==> config.mk <==
export PLATFORM = sky130hd
export DESIGN_NAME = mem_resp_rob
export DESIGN_NICKNAME = d
export VERILOG_FILES = /design/src/rtl/mrob_pkg.sv /design/src/rtl/mrob_track.sv /design/src/rtl/mrob_rsp_fifo.sv /design/src/rtl/mrob_ret_sel.sv /design/src/rtl/mem_resp_rob.sv
export SDC_FILE = /design/constraint.sdc
export NUM_CORES = 1
export LEC_CHECK = 0
export BUFFER_PORTS_ARGS = -buffer_cell sky130_fd_sc_hd__clkbuf_2
export CORE_MARGIN = 4
export CORE_UTILIZATION = 55
export CTS_CLUSTER_SIZE = 12
export DETAILED_ROUTE_END_ITERATION = 16
export GPL_ROUTABILITY_DRIVEN = 0
export PLACE_DENSITY = 0.83
export SYNTH_ARGS = -nofsm -noshare
export SYNTH_HDL_FRONTEND = slang
export SYNTH_HIERARCHICAL = 1
export SYNTH_SLANG_ARGS = --single-unit
==> constraint.sdc <==
create_clock -name clk -period 13.1 [get_ports clk]
set_input_delay 2.62 -clock clk [delete_from_list [all_inputs] [get_ports clk]]
set_output_delay 2.62 -clock clk [all_outputs]
set_load 0.05 [all_outputs]
==> src/rtl/mrob_pkg.sv <==
package mrob_pkg;

  typedef enum logic {
    MODE_INORDER = 1'b0,
    MODE_ARRIVAL = 1'b1
  } rob_mode_e;

  localparam int unsigned SEQ_W_MAX = 16;

  // Distance from b forward to a in a w-bit wrapping number space.
  function automatic logic [SEQ_W_MAX-1:0] wrap_dist(
    input logic [SEQ_W_MAX-1:0] a,
    input logic [SEQ_W_MAX-1:0] b,
    input int unsigned          w
  );
    logic [SEQ_W_MAX-1:0] mask;
    mask = SEQ_W_MAX'((32'd1 << w) - 32'd1);
    return (a - b) & mask;
  endfunction

  // True when the load stamp is not newer than the store stamp (ties go to load).
  function automatic logic load_first(
    input logic [SEQ_W_MAX-1:0] ld_stamp,
    input logic [SEQ_W_MAX-1:0] st_stamp,
    input int unsigned          w
  );
    return wrap_dist(st_stamp, ld_stamp, w) < SEQ_W_MAX'(32'd1 << (w - 1));
  endfunction

endpackage

==> src/rtl/mrob_track.sv <==
module mrob_track
  import mrob_pkg::*;
#(
  parameter int DEPTH = 4,
  parameter int TAG_W = 3
) (
  input  logic             clk,
  input  logic             rst_n,
  input  logic             iss_fire,
  input  logic             iss_is_store,
  output logic [TAG_W-1:0] tail_tag,
  output logic [TAG_W-1:0] head_tag,
  output logic [TAG_W-1:0] occ,
  input  logic [TAG_W-1:0] rsp_tag,
  output logic             rsp_known,
  output logic             rsp_is_store,
  input  logic             rsp_take,
  output logic             head_done,
  output logic             head_is_store,
  input  logic             free_fire,
  input  logic [TAG_W-1:0] free_tag
);

  localparam int IDX_W = $clog2(DEPTH);

  logic [DEPTH-1:0] vld_q, done_q, st_q;
  logic [TAG_W-1:0] head_q, tail_q;
  logic [IDX_W-1:0] tail_slot, head_slot, rsp_slot, free_slot;
  logic             in_window, head_adv;

  assign tail_slot = tail_q[IDX_W-1:0];
  assign head_slot = head_q[IDX_W-1:0];
  assign rsp_slot  = rsp_tag[IDX_W-1:0];
  assign free_slot = free_tag[IDX_W-1:0];

  assign occ      = tail_q - head_q;
  assign tail_tag = tail_q;
  assign head_tag = head_q;

  assign in_window = wrap_dist(SEQ_W_MAX'(rsp_tag), SEQ_W_MAX'(head_q), TAG_W)
                     < SEQ_W_MAX'(occ);
  assign rsp_known    = in_window && vld_q[rsp_slot] && !done_q[rsp_slot];
  assign rsp_is_store = st_q[rsp_slot];

  assign head_done     = (occ != '0) && vld_q[head_slot] && done_q[head_slot];
  assign head_is_store = st_q[head_slot];

  // The oldest pointer moves past a slot that is already released, or that is released now.
  assign head_adv = (occ != '0) &&
                    (!vld_q[head_slot] || (free_fire && (free_tag == head_q)));

  always_ff @(posedge clk) begin
    if (!rst_n) begin
      vld_q  <= '0;
      done_q <= '0;
      st_q   <= '0;
      head_q <= '0;
      tail_q <= '0;
    end else begin
      if (rsp_take) done_q[rsp_slot] <= 1'b1;
      if (free_fire) vld_q[free_slot] <= 1'b0;
      if (iss_fire) begin
        vld_q[tail_slot]  <= 1'b1;
        done_q[tail_slot] <= 1'b0;
        st_q[tail_slot]   <= iss_is_store;
        tail_q            <= tail_q + 1'b1;
      end
      if (head_adv) head_q <= head_q + 1'b1;
    end
  end

endmodule

==> src/rtl/mrob_rsp_fifo.sv <==
module mrob_rsp_fifo #(
  parameter int DEPTH = 4,
  parameter int TAG_W = 3
) (
  input  logic             clk,
  input  logic             rst_n,
  input  logic             push,
  input  logic [TAG_W-1:0] push_tag,
  input  logic [TAG_W-1:0] push_stamp,
  input  logic             pop,
  output logic             nonempty,
  output logic [TAG_W-1:0] head_tag,
  output logic [TAG_W-1:0] head_stamp,
  output logic             wr_rdy
);

  localparam int IDX_W = $clog2(DEPTH);

  logic [TAG_W-1:0] tag_mem   [DEPTH];
  logic [TAG_W-1:0] stamp_mem [DEPTH];
  logic [IDX_W:0]   wr_q, rd_q, fill;

  assign fill       = wr_q - rd_q;
  assign nonempty   = (fill != '0);
  assign wr_rdy     = fill < (IDX_W+1)'(DEPTH);
  assign head_tag   = tag_mem[rd_q[IDX_W-1:0]];
  assign head_stamp = stamp_mem[rd_q[IDX_W-1:0]];

  always_ff @(posedge clk) begin
    if (!rst_n) begin
      wr_q <= '0;
      rd_q <= '0;
      for (int i = 0; i < DEPTH; i++) begin
        tag_mem[i]   <= '0;
        stamp_mem[i] <= '0;
      end
    end else begin
      if (push && wr_rdy) begin
        tag_mem[wr_q[IDX_W-1:0]]   <= push_tag;
        stamp_mem[wr_q[IDX_W-1:0]] <= push_stamp;
        wr_q <= wr_q + 1'b1;
      end
      if (pop && nonempty) rd_q <= rd_q + 1'b1;
    end
  end

endmodule

==> src/rtl/mrob_ret_sel.sv <==
module mrob_ret_sel
  import mrob_pkg::*;
#(
  parameter int TAG_W = 3
) (
  input  logic             ld_vld,
  input  logic [TAG_W-1:0] ld_stamp,
  input  logic             st_vld,
  input  logic [TAG_W-1:0] st_stamp,
  output logic             take_ld
);

  assign take_ld = ld_vld &&
                   (!st_vld || load_first(SEQ_W_MAX'(ld_stamp), SEQ_W_MAX'(st_stamp), TAG_W));

endmodule

==> src/rtl/mem_resp_rob.sv <==
module mem_resp_rob
  import mrob_pkg::*;
#(
  parameter  int DEPTH  = 4,
  parameter  int PEND_W = 3,
  localparam int TAG_W  = $clog2(2 * DEPTH)
) (
  input  logic              clk,
  input  logic              rst_n,
  input  logic              ooo_mode_i,
  input  logic              iss_valid_i,
  input  logic              iss_is_store_i,
  input  logic [PEND_W-1:0] iss_pend_i,
  output logic              iss_ready_o,
  output logic [TAG_W-1:0]  iss_tag_o,
  input  logic              rsp_valid_i,
  input  logic [TAG_W-1:0]  rsp_tag_i,
  output logic              ld_wr_rdy_o,
  output logic              st_wr_rdy_o,
  output logic              ret_valid_o,
  input  logic              ret_ready_i,
  output logic [TAG_W-1:0]  ret_tag_o,
  output logic              ret_is_store_o,
  output logic              mode_err_o,
  output logic              rsp_err_o
);

  rob_mode_e        mode_q;
  logic [TAG_W-1:0] occ, head_tag, tail_tag, stamp_q;
  logic [TAG_W-1:0] ld_tag, st_tag, ld_stamp, st_stamp;
  logic             iss_fire, rsp_known, rsp_is_store, rsp_room, rsp_take, rsp_bad;
  logic             head_done, head_is_store, ret_fire, mode_bad, in_order;
  logic             ld_push, st_push, ld_pop, st_pop, ld_ne, st_ne, take_ld;
  logic             mode_err_q, rsp_err_q;

  assign in_order = (mode_q == MODE_INORDER);

  // Admission: occupancy plus promised slots must stay under the depth.
  assign iss_ready_o = (32'(occ) + 32'(iss_pend_i)) < 32'(DEPTH);
  assign iss_fire    = iss_valid_i && iss_ready_o;
  assign iss_tag_o   = tail_tag;

  assign rsp_room = in_order || (rsp_is_store ? st_wr_rdy_o : ld_wr_rdy_o);
  assign rsp_take = rsp_valid_i && rsp_known && rsp_room;
  assign rsp_bad  = rsp_valid_i && !rsp_take;
  assign ld_push  = rsp_take && !in_order && !rsp_is_store;
  assign st_push  = rsp_take && !in_order && rsp_is_store;

  assign mode_bad = (rob_mode_e'(ooo_mode_i) != mode_q) && (occ != '0);

  mrob_track #(.DEPTH(DEPTH), .TAG_W(TAG_W)) u_track (
    .clk          (clk),
    .rst_n        (rst_n),
    .iss_fire     (iss_fire),
    .iss_is_store (iss_is_store_i),
    .tail_tag     (tail_tag),
    .head_tag     (head_tag),
    .occ          (occ),
    .rsp_tag      (rsp_tag_i),
    .rsp_known    (rsp_known),
    .rsp_is_store (rsp_is_store),
    .rsp_take     (rsp_take),
    .head_done    (head_done),
    .head_is_store(head_is_store),
    .free_fire    (ret_fire),
    .free_tag     (ret_tag_o)
  );

  mrob_rsp_fifo #(.DEPTH(DEPTH), .TAG_W(TAG_W)) u_ld_q (
    .clk       (clk),
    .rst_n     (rst_n),
    .push      (ld_push),
    .push_tag  (rsp_tag_i),
    .push_stamp(stamp_q),
    .pop       (ld_pop),
    .nonempty  (ld_ne),
    .head_tag  (ld_tag),
    .head_stamp(ld_stamp),
    .wr_rdy    (ld_wr_rdy_o)
  );

  mrob_rsp_fifo #(.DEPTH(DEPTH), .TAG_W(TAG_W)) u_st_q (
    .clk       (clk),
    .rst_n     (rst_n),
    .push      (st_push),
    .push_tag  (rsp_tag_i),
    .push_stamp(stamp_q),
    .pop       (st_pop),
    .nonempty  (st_ne),
    .head_tag  (st_tag),
    .head_stamp(st_stamp),
    .wr_rdy    (st_wr_rdy_o)
  );

  mrob_ret_sel #(.TAG_W(TAG_W)) u_sel (
    .ld_vld  (ld_ne),
    .ld_stamp(ld_stamp),
    .st_vld  (st_ne),
    .st_stamp(st_stamp),
    .take_ld (take_ld)
  );

  assign ret_valid_o    = in_order ? head_done     : (ld_ne || st_ne);
  assign ret_tag_o      = in_order ? head_tag      : (take_ld ? ld_tag : st_tag);
  assign ret_is_store_o = in_order ? head_is_store : !take_ld;
  assign ret_fire       = ret_valid_o && ret_ready_i;
  assign ld_pop         = ret_fire && !in_order && take_ld;
  assign st_pop         = ret_fire && !in_order && !take_ld;

  assign mode_err_o = mode_err_q;
  assign rsp_err_o  = rsp_err_q;

  always_ff @(posedge clk) begin
    if (!rst_n) begin
      mode_q     <= MODE_INORDER;
      stamp_q    <= '0;
      mode_err_q <= 1'b0;
      rsp_err_q  <= 1'b0;
    end else begin
      if (occ == '0) mode_q <= rob_mode_e'(ooo_mode_i);
      if (ld_push || st_push) stamp_q <= stamp_q + 1'b1;
      if (mode_bad) mode_err_q <= 1'b1;
      if (rsp_bad) rsp_err_q <= 1'b1;
    end
  end

endmodule

==> impl_metrics.csv <==
group,metric,value,unit
global_route,grt.overflow.total,0,
logic_synthesis,netlist_instances,413,
logic_synthesis,synth_compound_gate_area_share,0.0884,
routing,dr_total_vias,3249,
worst_setup_path,cp-end-kind,"register",
die,die_w,101,µm
logic_synthesis,synth_top_area_frac,0.306,
timing,finalMaxSlewViolations,0,
power_and_ir_drop,p_per_area,149,nW/µm²
place,io_buffers,25,
cts,cts_resized,0,
finish,n_antenna_cell,0,
timing,max-slew-margin-rel,0.336,
logic_synthesis,synth-async-reset-ratio,0,
routing,wirelength,9.77,mm
die,die_area,10100,µm²
cts,clockBufferDepth,2,
timing,hold_viol_final,0,
timing,post-route-period-util,0.518,
routing,drt_iter0_drc,180,
die,ios,26,
logic_synthesis,synth_top_family_by_area,"simple AND/OR/NAND/NOR gates",
hold_path,hp-class,"register to register",
power_and_ir_drop,p_leak,2.07,nW
job,max-cap-violations,0,
logic_synthesis,synth_xor_area_frac,0.0348,
finish,area_delta_synth_final,8.60,%
worst_setup_path,crit_required,13.08,ns
logic_synthesis,ys.flop_type,"edfxtp_1",
logic_synthesis,yosys.area.top_type,"edfxtp_1",
logic_synthesis,synth_adder_area_share,0.0674,
global_route,antenna_found_initial,0,
finish,layout-drive-gt1-share,0.155,
cts,htree_levels,3,
routing,drcViolationCount,0,
routing,post_drt_wl_per_cell,18.0,µm
global_route,grt_use_total,0.204,
timing,period_needed,6.79,ns
finish,multi_input_area,2290,µm²
place,dp.final_hpwl,7.10,mm
power_and_ir_drop,ir_drop,0.142,mV
timing,setup_tns,0,ns
cts,cts_buffers,9,
timing,tightest_slew,0.971,ns
routing,first_pass_iters,4,
cts,postCtsSetupRepairBufs,0,
logic_synthesis,ys_ff_latch,88,
cts,path_clk_slew,0.08,ns
cts,clock_latency,0.35,ns
global_route,grt_max_degree,56,
finish,fin_nets,470,
die,coreArea,8260,µm²
cts,cts_tree,"yes",
global_route,grt_pass1_wl,15.9,mm
logic_synthesis,synthTopCellsByCount,"edfxtp_1, nand2_1, dfxtp_1, and3_1, inv_1",
cts,ctsHoldBuffers,0,
die,start_util,0.571,
logic_synthesis,synth.area.mux_share,0.125,
finish,num-fill-cells,640,
logic_synthesis,syn_area,4710,µm²
worst_setup_path,reg2reg_depth,12,
worst_setup_path,rrSetupSlack,8.06,ns
finish,seq_area,2240,µm²
die,die_h,101,µm
logic_synthesis,synth_area_leaders,"edfxtp_1, dfxtp_1, mux4_2",
logic_synthesis,yosysSeqAreaShare,0.476,
worst_setup_path,cp_max_fo,16,
logic_synthesis,synthSimpleGateAreaFrac,0.171,
outcome,status,"finished, final reports clean",
worst_setup_path,crit_arrival,6.77,ns
timing,setup_viol,0,
logic_synthesis,netlist-cell-type-count,48,
timing,rsz0062_at_grt,"no",
logic_synthesis,syn_nets,449,
global_route,grt_pass1_vias,3282,
timing,skew,0.00919,ns
logic_synthesis,ys_warn_count,6,
place,dpl_cell_area,4900,µm²
cts,clockRootBuffer,"clkbuf_8",
routing,postRouteAntennaNets,0,
logic_synthesis,avgSynthCellArea,11.4,µm²
finish,finish.instance_area,5120,µm²
logic_synthesis,synth.most_common_cell,"edfxtp_1",
die,row_count,33,
logic_synthesis,synth-edff-count,48,
worst_setup_path,start_kind,"primary input",
hold_path,hold_depth,2,
cts,clkSinkCount,88,
worst_setup_path,critPathKind,"primary input to register",
routing,routed_via_density,5.97,
timing,fmax,147,MHz
[kinds of logic (layout without fill, tap and decap cells)]
| group | count (synthesis) | in the layout |
|---|---|---|
| xor+xnor | 15 | 15 |
| flops | 88 | 88 |
| fa+ha+maj | 23 | 23 |
| simple gates | 152 | 152 |
| mux | 38 | 38 |
| compound gates | 53 | 53 |
| buf+inv | 44 | 70 |
[power by group]
group	total [W]	switching, W	internal (W)
clock network	0.000197	0.0000932	0.000104
registers	0.000333	0.0000250	0.000308
logic	0.000235	0.000155	0.0000803
[critical path, stage by stage]
cell and delay, ns:
clkbuf_2 0.28, inv_1 0.13, ha_1 0.20, inv_1 0.06, fa_1 0.41, ha_1 0.28, a21boi_0 0.13, o21a_1 0.17
a2111oi_0 0.75, nand3_1 0.22, nor3_1 0.43, nand2_1 0.27, o31ai_1 0.80
[registers in the layout, summed over array words and instances, names as in the netlist, 3 cells and up, named ones only]
| signal | count |
|---|---|
| u_ld_q/tag_mem | 12 |
| u_ld_q/stamp_mem | 12 |
| stamp_q | 3 |
| u_ld_q/rd_q | 3 |
| u_track/vld_q | 4 |
| u_st_q/rd_q | 3 |
| u_track/head_tag | 3 |
| u_track/st_q | 4 |
| u_st_q/wr_q | 3 |
| u_track/done_q | 4 |
| u_st_q/tag_mem | 12 |
| u_ld_q/wr_q | 3 |
| u_track/tail_tag | 3 |
| u_st_q/stamp_mem | 12 |
[cell usage in the layout, fill, tap and decap left out, drive strengths merged, types with 2 or more instances in the layout]
master,count
ha,19
o31ai,9
nand3,12
inv,28
mux2i,22
nand2,45
clkinv,2
nor2,18
a21oi,10
xor3,2
o21a,2
dfxtp,40
and2,17
a21boi,10
xor2,7
edfxtp,48
nor2b,2
and3,39
nand2b,8
fa,4
nor3,4
a311oi,2
o21ai,5
o211a,2
xnor2,6
clkbuf,37
a31oi,10
mux4,16
[metrics by stage]
| step | power (W) | util | std cells | setup slack [ns] | hold WS [ns] |
|---|---|---|---|---|---|
| final | 0.000765 | 0.620 | 544 | 6.31 | 0.481 |
| after global routing | 0.000801 | 0.620 | 544 | 5.98 | 0.510 |
| after CTS | 0.000767 | 0.620 | 544 | 6.38 | 0.481 |
| after detailed placement | 0.000574 | 0.594 | 528 | 6.05 | 0.469 |
| after global placement | 0.000566 | 0.594 | 528 | 6.26 | 0.452 |
| after floorplan | 0.000523 | - | 413 | 5.95 | 0.449 |
[cell type report]
class / count / share of cell area
multi-input combinational: 281 / 0.448
sequential: 88 / 0.438
clock buffer: 12 / 0.0323
timing repair buffer: 26 / 0.0259
tap: 105 / 0.0257
inverter: 28 / 0.0205
clock inverter: 4 / 0.0100
[routing by layer]
metal	up-vias	global-route usage	part of all wire
li1	1546	-	-
met1	1556	0.252	0.40
met5	-	0	0
met2	121	0.340	0.50
met4	0	0.110	0.028
met3	26	0.0388	0.066
[final timing paths]
path,start,endpoint
max reg2reg,u_track/tail_tag[0],u_ld_q/tag_mem[1][2]
max,rsp_tag_i[0],u_ld_q/tag_mem[1][2]
min,u_st_q/wr_q[2],u_st_q/wr_q[2]
min reg2reg,u_st_q/wr_q[2],u_st_q/wr_q[2]
No activity file was read; power rests on OpenSTA's default activity.
